===== src/rtl/psd_pkg.sv =====
package psd_pkg;
  localparam int PKT_WORDS   = 8;
  localparam int TYPE_LSB    = 29;
  localparam int EOS_BIT     = 28;
  localparam int LIST_LSB    = 24;
  localparam int SHADE_BIT   = 23;
  localparam int COLT_LSB    = 4;
  localparam int GOURAUD_BIT = 1;

  localparam logic [2:0] PT_EOL    = 3'd0;
  localparam logic [2:0] PT_GLOBAL = 3'd4;
  localparam logic [2:0] PT_VERTEX = 3'd7;

  typedef struct packed {
    logic [31:0] x;
    logic [31:0] y;
    logic [31:0] z;
    logic [31:0] color;
  } vtx_t;

  typedef enum logic [2:0] {
    S_RX, S_PEND, S_REP2, S_REP1, S_NEW, S_FLUSH, S_DONE
  } seq_state_e;
endpackage


===== src/rtl/psd_rx.sv =====
module psd_rx
  import psd_pkg::*;
#(
  parameter int WORDS = PKT_WORDS,
  localparam int CW = $clog2(WORDS)
) (
  input  logic                     clk,
  input  logic                     rst_n,
  input  logic                     in_valid,
  input  logic [31:0]              in_data,
  input  logic                     accept,
  output logic                     in_ready,
  output logic                     pkt_done,
  output logic [CW-1:0]            wcnt,
  output logic [WORDS-2:0][31:0]   words
);
  logic take;
  logic at_end;

  assign in_ready = accept;
  assign take     = in_valid && in_ready;
  assign at_end   = (wcnt == CW'(WORDS - 1));
  assign pkt_done = take && at_end;

  always_ff @(posedge clk) begin
    if (!rst_n) begin
      wcnt <= '0;
    end else if (take) begin
      wcnt <= at_end ? '0 : wcnt + CW'(1);
    end
  end

  // the last word of a packet is padding and is never stored
  for (genvar k = 0; k < WORDS - 1; k++) begin : g_slot
    always_ff @(posedge clk) begin
      if (!rst_n) begin
        words[k] <= '0;
      end else if (take && wcnt == CW'(k)) begin
        words[k] <= in_data;
      end
    end
  end
endmodule


===== src/rtl/psd_glob.sv =====
module psd_glob
  import psd_pkg::*;
(
  input  logic        clk,
  input  logic        rst_n,
  input  logic        load,
  input  logic        clear,
  input  logic [31:0] ctrl,
  input  logic [31:0] isp_in,
  input  logic [31:0] tsp_in,
  input  logic [31:0] tex_in,
  output logic        valid,
  output logic [31:0] isp,
  output logic [31:0] tsp,
  output logic [31:0] tex,
  output logic [2:0]  list_t
);
  logic [31:0] isp_patched;
  logic        unused_ctrl;

  assign unused_ctrl = ^{ctrl[31:27], ctrl[23:2], ctrl[0]};

  always_comb begin
    isp_patched            = isp_in;
    isp_patched[SHADE_BIT] = ctrl[GOURAUD_BIT];
  end

  always_ff @(posedge clk) begin
    if (!rst_n || clear) begin
      valid  <= 1'b0;
      isp    <= '0;
      tsp    <= '0;
      tex    <= '0;
      list_t <= '0;
    end else if (load) begin
      valid  <= 1'b1;
      isp    <= isp_patched;
      tsp    <= tsp_in;
      tex    <= tex_in;
      list_t <= ctrl[LIST_LSB +: 3];
    end
  end
endmodule


===== src/rtl/psd_seq.sv =====
module psd_seq
  import psd_pkg::*;
#(
  parameter int MAX_TRI = 6,
  localparam int MAXV = MAX_TRI + 2,
  localparam int CNT_W = $clog2(MAXV + 1)
) (
  input  logic        clk,
  input  logic        rst_n,
  input  logic        pkt_done,
  input  logic [31:0] w_ctrl,
  input  logic [31:0] w_x,
  input  logic [31:0] w_y,
  input  logic [31:0] w_z,
  input  logic [31:0] w_col,
  input  logic        glob_valid,
  output logic        accept,
  output logic        glob_load,
  output logic        glob_clear,
  output logic        out_valid,
  input  logic        out_ready,
  output vtx_t        out_vtx,
  output logic        out_last,
  output logic        list_done,
  output logic        err
);
  seq_state_e       st;
  vtx_t             cur, pend, e1, e2;
  logic             pend_v, flush_glob, err_q, fire, at_max, eos;
  logic [2:0]       ptype;
  logic [1:0]       colt;
  logic [CNT_W-1:0] cnt;
  logic             unused_ctrl;

  assign unused_ctrl = ^{w_ctrl[27:6], w_ctrl[3:0]};
  assign cur    = '{x: w_x, y: w_y, z: w_z, color: w_col};
  assign ptype  = w_ctrl[TYPE_LSB +: 3];
  assign eos    = w_ctrl[EOS_BIT];
  assign colt   = w_ctrl[COLT_LSB +: 2];
  assign fire   = out_valid && out_ready;
  assign at_max = (cnt == CNT_W'(MAXV - 1));

  always_comb begin
    out_valid = 1'b0;
    out_vtx   = pend;
    out_last  = 1'b0;
    case (st)
      S_PEND:  begin out_valid = 1'b1; out_last = at_max; end
      S_REP2:  begin out_valid = 1'b1; out_vtx = e2; end
      S_REP1:  begin out_valid = 1'b1; out_vtx = e1; end
      S_NEW:   begin out_valid = eos; out_vtx = cur; out_last = 1'b1; end
      S_FLUSH: begin out_valid = 1'b1; out_last = 1'b1; end
      default: ;
    endcase
  end

  assign accept     = (st == S_RX);
  assign glob_load  = (st == S_RX && pkt_done && ptype == PT_GLOBAL &&
                       colt == 2'd0 && !pend_v) ||
                      (st == S_FLUSH && fire && flush_glob);
  assign glob_clear = (st == S_DONE);
  assign list_done  = (st == S_DONE);
  assign err        = err_q;

  always_ff @(posedge clk) begin
    if (!rst_n) begin
      st         <= S_RX;
      pend       <= '0;
      e1         <= '0;
      e2         <= '0;
      pend_v     <= 1'b0;
      flush_glob <= 1'b0;
      err_q      <= 1'b0;
      cnt        <= '0;
    end else begin
      case (st)
        S_RX: if (pkt_done) begin
          case (ptype)
            PT_VERTEX: begin
              if (!glob_valid) err_q <= 1'b1;
              else             st    <= pend_v ? S_PEND : S_NEW;
            end
            PT_GLOBAL: begin
              if (colt != 2'd0) err_q <= 1'b1;
              else if (pend_v) begin
                flush_glob <= 1'b1;
                st         <= S_FLUSH;
              end
            end
            PT_EOL: begin
              flush_glob <= 1'b0;
              st         <= pend_v ? S_FLUSH : S_DONE;
            end
            default: err_q <= 1'b1;
          endcase
        end
        S_PEND: if (fire) begin
          e2     <= e1;
          e1     <= pend;
          pend_v <= 1'b0;
          if (at_max) begin
            cnt <= '0;
            st  <= S_REP2;
          end else begin
            cnt <= cnt + CNT_W'(1);
            st  <= S_NEW;
          end
        end
        S_REP2: if (fire) st <= S_REP1;
        S_REP1: if (fire) begin
          cnt <= CNT_W'(2);
          st  <= S_NEW;
        end
        S_NEW: begin
          if (eos) begin
            if (fire) begin
              cnt <= '0;
              st  <= S_RX;
            end
          end else begin
            pend   <= cur;
            pend_v <= 1'b1;
            st     <= S_RX;
          end
        end
        S_FLUSH: if (fire) begin
          pend_v <= 1'b0;
          cnt    <= '0;
          st     <= flush_glob ? S_RX : S_DONE;
        end
        S_DONE: begin
          cnt <= '0;
          st  <= S_RX;
        end
        default: st <= S_RX;
      endcase
    end
  end
endmodule


===== src/rtl/param_strip_decoder.sv =====
module param_strip_decoder
  import psd_pkg::*;
#(
  parameter int MAX_TRI = 6
) (
  input  logic        clk,
  input  logic        rst_n,
  input  logic        in_valid,
  output logic        in_ready,
  input  logic [31:0] in_data,
  output logic        out_valid,
  input  logic        out_ready,
  output logic [31:0] out_x,
  output logic [31:0] out_y,
  output logic [31:0] out_z,
  output logic [31:0] out_color,
  output logic [31:0] out_isp,
  output logic [31:0] out_tsp,
  output logic [31:0] out_tex,
  output logic [2:0]  out_list,
  output logic        out_last,
  output logic        list_done,
  output logic        err
);
  localparam int CW = $clog2(PKT_WORDS);

  logic                        accept, pkt_done, glob_load, glob_clear, glob_valid;
  logic [CW-1:0]               rx_wcnt;
  logic [PKT_WORDS-2:0][31:0]  words;
  vtx_t                        vtx;
  logic                        unused_words;

  assign unused_words = ^{words[4], words[5]};

  psd_rx #(.WORDS(PKT_WORDS)) u_rx (
    .clk(clk), .rst_n(rst_n), .in_valid(in_valid), .in_data(in_data),
    .accept(accept), .in_ready(in_ready), .pkt_done(pkt_done),
    .wcnt(rx_wcnt), .words(words)
  );

  psd_glob u_glob (
    .clk(clk), .rst_n(rst_n), .load(glob_load), .clear(glob_clear),
    .ctrl(words[0]), .isp_in(words[1]), .tsp_in(words[2]), .tex_in(words[3]),
    .valid(glob_valid), .isp(out_isp), .tsp(out_tsp), .tex(out_tex),
    .list_t(out_list)
  );

  psd_seq #(.MAX_TRI(MAX_TRI)) u_seq (
    .clk(clk), .rst_n(rst_n), .pkt_done(pkt_done), .w_ctrl(words[0]),
    .w_x(words[1]), .w_y(words[2]), .w_z(words[3]), .w_col(words[6]),
    .glob_valid(glob_valid), .accept(accept), .glob_load(glob_load),
    .glob_clear(glob_clear), .out_valid(out_valid), .out_ready(out_ready),
    .out_vtx(vtx), .out_last(out_last), .list_done(list_done), .err(err)
  );

  assign out_x     = vtx.x;
  assign out_y     = vtx.y;
  assign out_z     = vtx.z;
  assign out_color = vtx.color;
endmodule


===== config.mk =====
export PLATFORM = sky130hd
export DESIGN_NAME = param_strip_decoder
export DESIGN_NICKNAME = d
export VERILOG_FILES = /design/src/rtl/psd_pkg.sv /design/src/rtl/psd_rx.sv /design/src/rtl/psd_glob.sv /design/src/rtl/psd_seq.sv /design/src/rtl/param_strip_decoder.sv
export SDC_FILE = /design/constraint.sdc
export NUM_CORES = 1
export LEC_CHECK = 0
export ABC_CLOCK_PERIOD_IN_PS = 4000
export BUFFER_PORTS_ARGS = -buffer_cell sky130_fd_sc_hd__buf_2
export CAP_MARGIN = 20
export CORE_UTILIZATION = 45
export DETAILED_ROUTE_END_ITERATION = 8
export SKIP_LAST_GASP = 1
export SLEW_MARGIN = 5
export SYNTH_ARGS = -nofsm -noshare
export SYNTH_HDL_FRONTEND = slang
export SYNTH_HIERARCHICAL = 1
export SYNTH_SLANG_ARGS = --single-unit

===== constraint.sdc =====
create_clock -name clk -period 4 [get_ports clk]
set_input_delay 0.2 -clock clk [delete_from_list [all_inputs] [get_ports clk]]
set_output_delay 0.2 -clock clk [all_outputs]
set_load 0.1 [all_outputs]

# Word level (Yosys, flattened, before mapping)
# Index checks and enable logic that the tools add are counted.
# W data, S select, Z words.
# classes
addsub	2
multipliers	0
div	0
magnitude_cmp	0
n_eq_ne	31
n_shift	0
muxes	35
bitwise_logic	2
reduce_logical	36
# op_table
op	n
$pmux W128 S3	1
$mux W3	14
$eq A3 B3 Y1 const B	7
$mux W4	5
$pmux W4 S5	1
$pmux W3 S6	1
$logic_and A1 B1 Y1	14
$ne A2 B1 Y1 const B	7
$eq A3 B2 Y1 const B	4
$ne A2 B2 Y1 const B	5
$reduce_and A10 Y1	1
$reduce_and A5 Y1	2
$logic_not A3 Y1	3
$pmux W3 S3	1
$pmux W1 S2	4
$eq A3 B1 Y1 const B	2
$mux W1	6
$ne A3 B2 Y1 const B	2
$ne A3 B3 Y1 const B	2
$reduce_bool A2 Y1	3
$reduce_bool A5 Y1	1
$add A4 B1 Y4 const B	1
$eq A4 B3 Y1 const B	1
$ne A4 B1 Y1 const B	1
other kinds (12)	17
# word_totals
reg_bits	657
latchBits	0
ram_bits	0
rom_bits	0
in_bits	36
output_inout_bits	232
elab_cells	134
n_memories	0

# Depth between registers and ports, before layout
# Gate-level depths: netlist (run 1).
# logic_depth
depth_word	8
mapped_depth	13
ltp_nobuf	8

# By module
# The synthesis (run 1) kept the hierarchy.
# modules_own_cells
mod	n_inst	cells_per_inst	area_each_um2	seq_area_each_um2
psd_seq	1	2253	17663.2	7887.6
psd_rx	1	790	8428.1	4544.4
psd_glob	1	323	3603.5	2001.9

# Worst setup path after synthesis (run 1)
# No wires, ideal clock.
# synth_path
kind	register -> output
startpoint	register u_seq.st[1]
endpoint	output out_color[10]
arrival_time_ps	3371
required_time_ps	3800
slack_ps	429
path_stages_with_launch	7
n_path_buf	3
path_cell_list	dfxtp_1 > buf_2 > clkbuf_1 > nor2_1 > buf_4 > mux2i_1 > o21ai_0
# synth_via
elab_chain_cells	2
elab_cells_between_ends	4
cone_classes	3 x eq/ne; 1 x mux
# synth_lines
item	line	rtl
start, declared	psd_seq.sv:27	seq_state_e st;
start signal, assigned	psd_seq.sv:81	else st <= pend_v ? S_PEND : S_NEW;
start signal, assigned	psd_seq.sv:92	st <= pend_v ? S_FLUSH : S_DONE;
start signal, assigned	psd_seq.sv:129	st <= flush_glob ? S_RX : S_DONE;
$eq A3 B3 Y1 / $eq A3 B2 Y1 (equally long branches)	psd_seq.sv:47	case (st)
$pmux W128 S3 (*)	psd_seq.sv:47	
end, declared	param_strip_decoder.sv:16	output logic [31:0] out_color,
# Every way passes the cells marked *; elsewhere a longest branch is shown, timed or not.

# Worst setup path in the final report (run 1)
# layout_path
startpoint	register u_seq.st[2]
endpoint	output out_color[28]
# The elaborated chain is that of the path after synthesis.

==> results of run 1 <==
[per-layer routing]
layer	wire [um]	vias up	track usage (%)
met5	0	-	0
met1	36100	11000	35.2
li1	-	10600	-
met2	39000	797	44.1
met4	2380	0	9.76
met3	5770	120	4.92
[flip-flops by register name (all words and copies together) (netlist names), 3 cells and up]
name           count
u_glob/isp        32
u_glob/list_t      3
u_glob/tex        32
u_glob/tsp        32
u_rx/wcnt          3
u_rx/words       138
u_seq/cnt          4
u_seq/e1         128
u_seq/e2         128
u_seq/pend       128
u_seq/st           3
[cell type report]
type,count,area [sq um]
fillers,5427,27700
inverters,9,41.3
flip-flops and latches,635,12700
well taps,765,957
diodes,1,2.50
multi-input cells,2192,12500
repair buffers,308,1900
clock inverters,16,262
clock buffers,108,2090
[final timing paths]
| kind | start | endpoint | slack [ps] | depth (start not counted) |
|---|---|---|---|---|
| worst min-delay path | in_valid | u_rx/wcnt[1]$_SDFFE_PN0P_ | 60 | 3 |
| worst min register to register | u_seq/e2[56]$_SDFFE_PN0P_ | u_seq/e2[56]$_SDFFE_PN0P_ | 450 | 2 |
| worst max-delay path | u_seq/st[2]$_SDFFE_PN0P_ | out_color[28] | 510 | 5 |
| worst max register to register | u_seq/st[2]$_SDFFE_PN0P_ | u_glob/tex[4]$_SDFFE_PP0P_ | 720 | 10 |
[stage by stage]
step                util (%)  power [uW]  setup slack [ps]
floorplan                  -        7100               429
global placement        48.3        7330               932
detailed placement      48.3        7340               864
CTS                     52.3       13900               515
global route            52.4       14200               385
finish                  52.4       13800               513
[power groups by stage]
stage | sequential, uW | combinational, uW | clock [uW]
finish | 6400 | 799 | 6600
CTS | 6400 | 797 | 6720
global placement | 6540 | 792 | 0
floorplan | 6520 | 583 | 0
global route | 6400 | 825 | 6980
detailed placement | 6540 | 796 | 0
[critical path, stage by stage (launching register included)]
cell	delay [ps]
dfxtp_1	690
inv_2	360
nor3_4	450
buf_4	370
a221o_1	330
buf_2	470
==> results.md, run 1 <==
- STA classifies the critical path startpoint as a register.
- Adding up every negative setup slack in the final design gives 0 ps.
- The violation count after the first detailed-routing iteration is 1564.
- The number of remaining DRC errors is 0.
- The number of clock sinks seen by CTS is 635.
- The detail route stage leaves a number of antenna-violating nets equal to 0.
- The worst-case vdd ir drop is 0.281 mV.
- The initial core utilization is 45.8%.
- The placement row count is 88.
- The tree is rooted in a clkbuf_16.
- STA classifies the critical path endpoint as an output pin.
- The total of cells resized after clock tree synthesis is 0.
- Routability-driven placement finished with a final weighted congestion of 0.820.
- The number of antenna violations at the first check in global routing is 2.
- The mapped netlist covers 26700 sq um.
- The net count of the finished layout is 3258.
- The horizontal die dimension is 245 um.
- Data arrives at the worst endpoint at 3290 ps.
- After detailed routing, the number of vias per cell comes to 5.59.
- The clock network is responsible for 47.8% of the overall power.
- The final hold violation count came to 0.
- The flow ran to the end, and the final reports show no timing, DRC or antenna violations.
- Clock-pin slew was measured on the worst setup and hold paths at 60 ps.
- Each instance of the synthesized netlist takes up on average 8.61 sq um.
- In this run, placement finished with an instance count of 3907.
- Dividing total power by cell area gives a power density of 453 nW/um^2.
- The CTS tree is built.
- On the final layout, the worst hold slack is 56.1 ps.
- The type of the worst setup path is reg2out.
- The number of global-route vias before repair is 21300.
- The most common cell after layout, fill and taps aside is nand2_1.
- The post-CTS setup buffer count is 0.
- Counting every net in the synthesized netlist gives 3137.
- Across the run, the number of max-cap violations was 0.
- The detailed-route via count is 22600.
- The number of optimization iterations in the first detailed-route pass is 5.
- Cell internal power was estimated by the tool at 10500 uW.
- The area of the die is 60200 sq um.
- The layout overhead on the synthesized area is 14.2%.
- The measured slew at the worst slew-check pin is 1090 ps.
- The count of non-filler cells in the finished layout is 4034.
- Setup repair after global routing left no endpoint under its margin.
- Buffers inserted during clock tree synthesis total 69.
- The maximum number of pins on one net before global-route repair is 185.
- The peak fanout along the critical path is 25.
- The number of port buffers is 267.
- The first-pass GRT wire length is 125000 um.
- The Yosys step of the flow raised 6 warnings.
- The number of top-level pins is 268.
- The power share of the combinational group is 5.8%.
- The worst endpoint required time is 3800 ps.
- The net switching power is 3290 uW.
- The die boundary height is 245 um.
- Of the total power, the share spent switching nets is 23.9%.
- The leakage power of the design is 0.0113 uW.
- The number of pins exceeding their max-slew limit in the final report is 0.
- The average routed wire per standard cell is 20.6 um.
- The wire length reported by the detailed router is 83200 um.
- The cell count after synthesis came out at 3094.
- The area after detailed placement is 28100 sq um.
- After routing the design area is 30400 sq um.
- Clock latency on the worst-skew pair, taken at its later pin, is 610 ps.
- Leaving out fill and tap cells, the most frequent cells in the layout are nand2_1, dfxtp_1, a21oi_1, mux2i_1, buf_2.
- The portion of the clock cycle consumed by the worst path in the final layout is 87.2%.
- The buffer levels on the longest clock path is 3.
- After global routing the overflow that remains totals 0.
- The core region is 58100 sq um.
- In this run the number of H-tree levels came out at 3.
- The share of total power dissipated in sequential elements is 46.4%.
- The overall routing resource usage is 26.9%.
- The achievable clock frequency is 287 MHz.
- The time the final worst path needs with I/O delays and setup is 3490 ps.
- Setup violations remaining at the end of the flow were counted as 0.
- Detailed placement finished with a half-perimeter wire length of 50600 um.
- The class of the most critical hold timing path is in2reg.
- The share of layout cells above drive strength 1 is 16.0%.
- After clock tree synthesis, the flow added hold-fix buffers numbering 1.
- Across the routed clock network, the largest skew measured is 27.5 ps.
- The worst max-slew margin expressed relative to the limit is 27.4%.
No activity file was read; power rests on OpenSTA's default activity.
==> run 2: changes to the inputs <==
SYNTH_HIERARCHICAL = unset   (was 1)
==> results.md, run 2 <==
- The CTS H-tree depth is 3 (unchanged).
- The final hold violation count is 0 (unchanged).
- The global-route track usage on met1 came to 37.2% (was 35.2%).
- The clock skew was 20.0 ps (was 27.5 ps).
- The total of max-cap violations is 0 (unchanged).
- The area of the die is 58700 sq um (was 60200 sq um).
- The number of port buffers is 267 (unchanged).
- The kind of launch point of the worst setup path was a register (unchanged).
- The share of layout cells above drive strength 1 came to 15.9% (was 16.0%).
- The maximum number of pins on one net before global-route repair is 159 (was 185).
- The number of top-level pins is 268 (unchanged).
- The switching power as a share of total power is 24.4% (was 23.9%).
- The half-perimeter wire length of the detailed placement result came to 55000 um (was 50600 um).
- The type of the worst setup path is reg2out (unchanged).
- The time the final worst path needs with I/O delays and setup is 3300 ps (was 3490 ps).
- The placement row count is 87 (was 88).
- By area the synthesized netlist is led by dfxtp_1, nand2_1, a21oi_1, mux2i_1, o221a_2.
- The number of clock sinks seen by CTS was 635 (unchanged).
- The initial core utilization was 45.8% (about the same).
- The arrival time at the worst endpoint is 3100 ps (was 3290 ps).
- The post-CTS setup buffer count is 0 (unchanged).
- The cell total after placement is 4060 (was 3907).
- The synthesized area is 26000 sq um (was 26700 sq um).
- The biggest area consumer among synthesized cells is dfxtp_1.
- The number of synthesized register bits is 635.
- The diode insertion count for antenna repair came to 0 (was 1).
- The measured slew at the worst slew-check pin came to 1090 ps (about the same).
- The remaining number of nets flagged by the antenna check after routing came to 0 (unchanged).
- The overall routing resource usage came to 29.8% (was 26.9%).
- In this run the biggest area consumer among cell types represents 48.9% of the synthesized area.
- The average routed wire per standard cell is 21.5 um (was 20.6 um).
- The area taken by flip-flops and latches is 12700 sq um (about the same).
- RSZ-0062 raised after global routing: false (unchanged).
- The number of optimization iterations in the first detailed-route pass is 8 (was 5).
- The first-pass GRT wire length is 136000 um (was 125000 um).
- Counting flops with an async set or reset pin after synthesis yields a share of 0%.
- The met3 usage in global routing is 6.49% (was 4.92%).
- The number of global-route vias before repair is 23300 (was 21300).
- Status: complete, no violations (unchanged).
- The register name with the most flops was u_rx.words (was u_rx/words).
- The buffer levels on the longest clock path is 3 (unchanged).
- The clock share of power is 46.3% (was 47.8%).
- The post-synthesis average cell area is 7.94 sq um (was 8.61 sq um).
- The total of warnings raised by yosys came to 0 (was 6).
- The wire length reported by the detailed router is 90400 um (was 83200 um).
- The die boundary height is 242 um (was 245 um).
- The peak fanout along the critical path was 51 (was 25).
- nand2_1 is the most common cell in the netlist.
- The accumulated negative setup slack is 0 ps (unchanged).
- The placer's final routability congestion estimate is 0.868 (was 0.820).
- The achievable clock frequency is 303 MHz (was 287 MHz).
- The net switching power is 3370 uW (was 3290 uW).
- Most frequent cells in the layout: nand2_1, dfxtp_1, a21oi_1, buf_2, mux2i_1 (was nand2_1, dfxtp_1, a21oi_1, mux2i_1, buf_2).
- The clock transition at the register clock pins on the worst setup and hold paths after CTS is 60 ps (about the same).
- The portion of the clock cycle consumed by the worst path in the final layout is 82.4% (was 87.2%).
- The sequential share of power is 46.4% (about the same).
- The net count of the finished layout is 3443 (was 3258).
- The CTS tree is built (unchanged).
- The total congestion overflow is 0 (unchanged).
- The number of antenna violations at the first check in global routing came to 1 (was 2).
- The utilization after layout was 56.0% (was 52.4%).
- The CTS root buffer is clkbuf_16 (unchanged).
- The detailed-route via count is 24500 (was 22600).
- The number of enable flip-flop cells after synthesis is 0.
- The multi-input gate area in the final layout is 12000 sq um (was 12500 sq um).
- The most common cell after layout, fill and taps aside is nand2_1 (unchanged).
- In the synthesized netlist the dominant register cell turns out to be dfxtp_1.
- After synthesis, the netlist uses 52 different library cells.
- The number of flip-flops in the largest register is 138 (unchanged).
- The clock latency reported for the late side of the worst-skew pair was 610 ps (about the same).
- The number of pins exceeding their max-slew limit in the final report is 0 (unchanged).
- The number of instances in the synthesized netlist is 3272 (was 3094).
- The internal power of the cells is 10400 uW (was 10500 uW).
- The number of remaining DRC errors was 0 (unchanged).
- The power share of the combinational group is 7.3% (was 5.8%).
- The violation count after the first detailed-routing iteration is 2145 (was 1564).
- The area of the core came to 56700 sq um (was 58100 sq um).
- The total CTS buffers is 69 (unchanged).
- The layout overhead on the synthesized area was 22.4% (was 14.2%).
- The worst max-slew margin expressed relative to the limit was 27.3% (was 27.4%).
- The count of non-filler cells in the finished layout is 4208 (was 4034).
- The class of the most critical hold timing path is in2reg (unchanged).
- The share of the Yosys chip area taken by registers is 48.9%.
- The leakage power of the design is 0.0105 uW (was 0.0113 uW).
- The element type at the critical path end is an output pin (unchanged).
- The worst-case vdd ir drop is 0.302 mV (was 0.281 mV).
- The power density over the cells is 434 nW/um^2 (was 453 nW/um^2).
- The count of final setup violators came to 0 (unchanged).
- The via count normalized by instance count was 5.82 (was 5.59).
- The horizontal die dimension is 242 um (was 245 um).
- The post-synthesis net count is 3315 (was 3137).
- The worst endpoint required time is 3800 ps (about the same).
- The global-route track usage on met2 is 48.6% (was 44.1%).
- The filler cell count in the final layout is 5103 (was 5427).
- The peak-usage layer in the global routing report is met2 (unchanged).
- The commonest cells after synthesis are nand2_1, dfxtp_1, a21oi_1, clkbuf_1, mux2i_1.
run 2: per-layer routing:
metal  routed length, um  vias to the layer above
met4                4370                        0
met2               41900                     1040
met1               36700                    11900
li1                    -                    11400
met5                   0                        -
met3                7430                      210
run 2: layout make-up:
| class | instances | area share (%) |
|---|---|---|
| repair buffers | 343 | 11.9 |
| flip-flops and latches | 635 | 40.0 |
| clock inverters | 20 | 0.559 |
| multi-input cells | 2344 | 37.8 |
| clock buffers | 103 | 6.63 |
| inverters | 7 | 0.106 |
| well taps | 756 | 2.98 |
run 2: stage by stage:
step	power, uW	instance area, sq um	hold slack [ps]	setup WS (ps)
floorplan	7120	26000	333	410
global placement	7520	29200	441	1390
detailed placement	7530	29200	446	1360
CTS	13900	31800	0.444	715
global route	14200	31800	7.01	648
finish	13800	31800	19.2	705
run 2: final timing paths:
check | depth (start not counted) | end | start | slack, ps
max reg2reg | 7 | u_glob.tex[22]$_SDFFE_PP0P_ | u_rx.wcnt[0]$_SDFFE_PN0N_ | 1370
min reg2reg | 2 | u_seq.e2[60]$_SDFFE_PN0P_ | u_seq.e2[60]$_SDFFE_PN0P_ | 450
max | 5 | out_z[26] | u_seq.st[1]$_SDFFE_PN0P_ | 700
min | 3 | u_rx.words[77]$_SDFFE_PN0P_ | in_data[13] | 20
run 2: power groups by stage:
stage / registers (uW) / logic [uW] / clock network, uW
2_1_floorplan: 6520 / 599 / 0
3_3_place_gp: 6540 / 984 / 0
3_5_place_dp: 6540 / 988 / 0
4_1_cts: 6400 / 1010 / 6490
5_1_grt: 6400 / 1040 / 6740
6_report: 6400 / 1010 / 6390
run 2: repair_timing:
item | 4_1_cts | 5_1_grt
endpoints found under the hold margin | 82 | 0
resized for setup | 0 | 0
hold buffers | 24 | 0
run 2: cell families after synthesis:
logic type      count (synthesis)  share of synthesized area, %
simple gates                 1327                          20.3
compound gates                870                          20.0
fa+ha+maj                       7                         0.337
mux                           140                          5.40
buf+inv                       293                          5.05
flops                         635                          48.9
run 2: critical path, cell delays in order, from the launching register on:
cell,delay [ps]
dfxtp_1,600
or3b_4,860
nand2_4,180
buf_12,240
o221a_2,340
buf_12,170
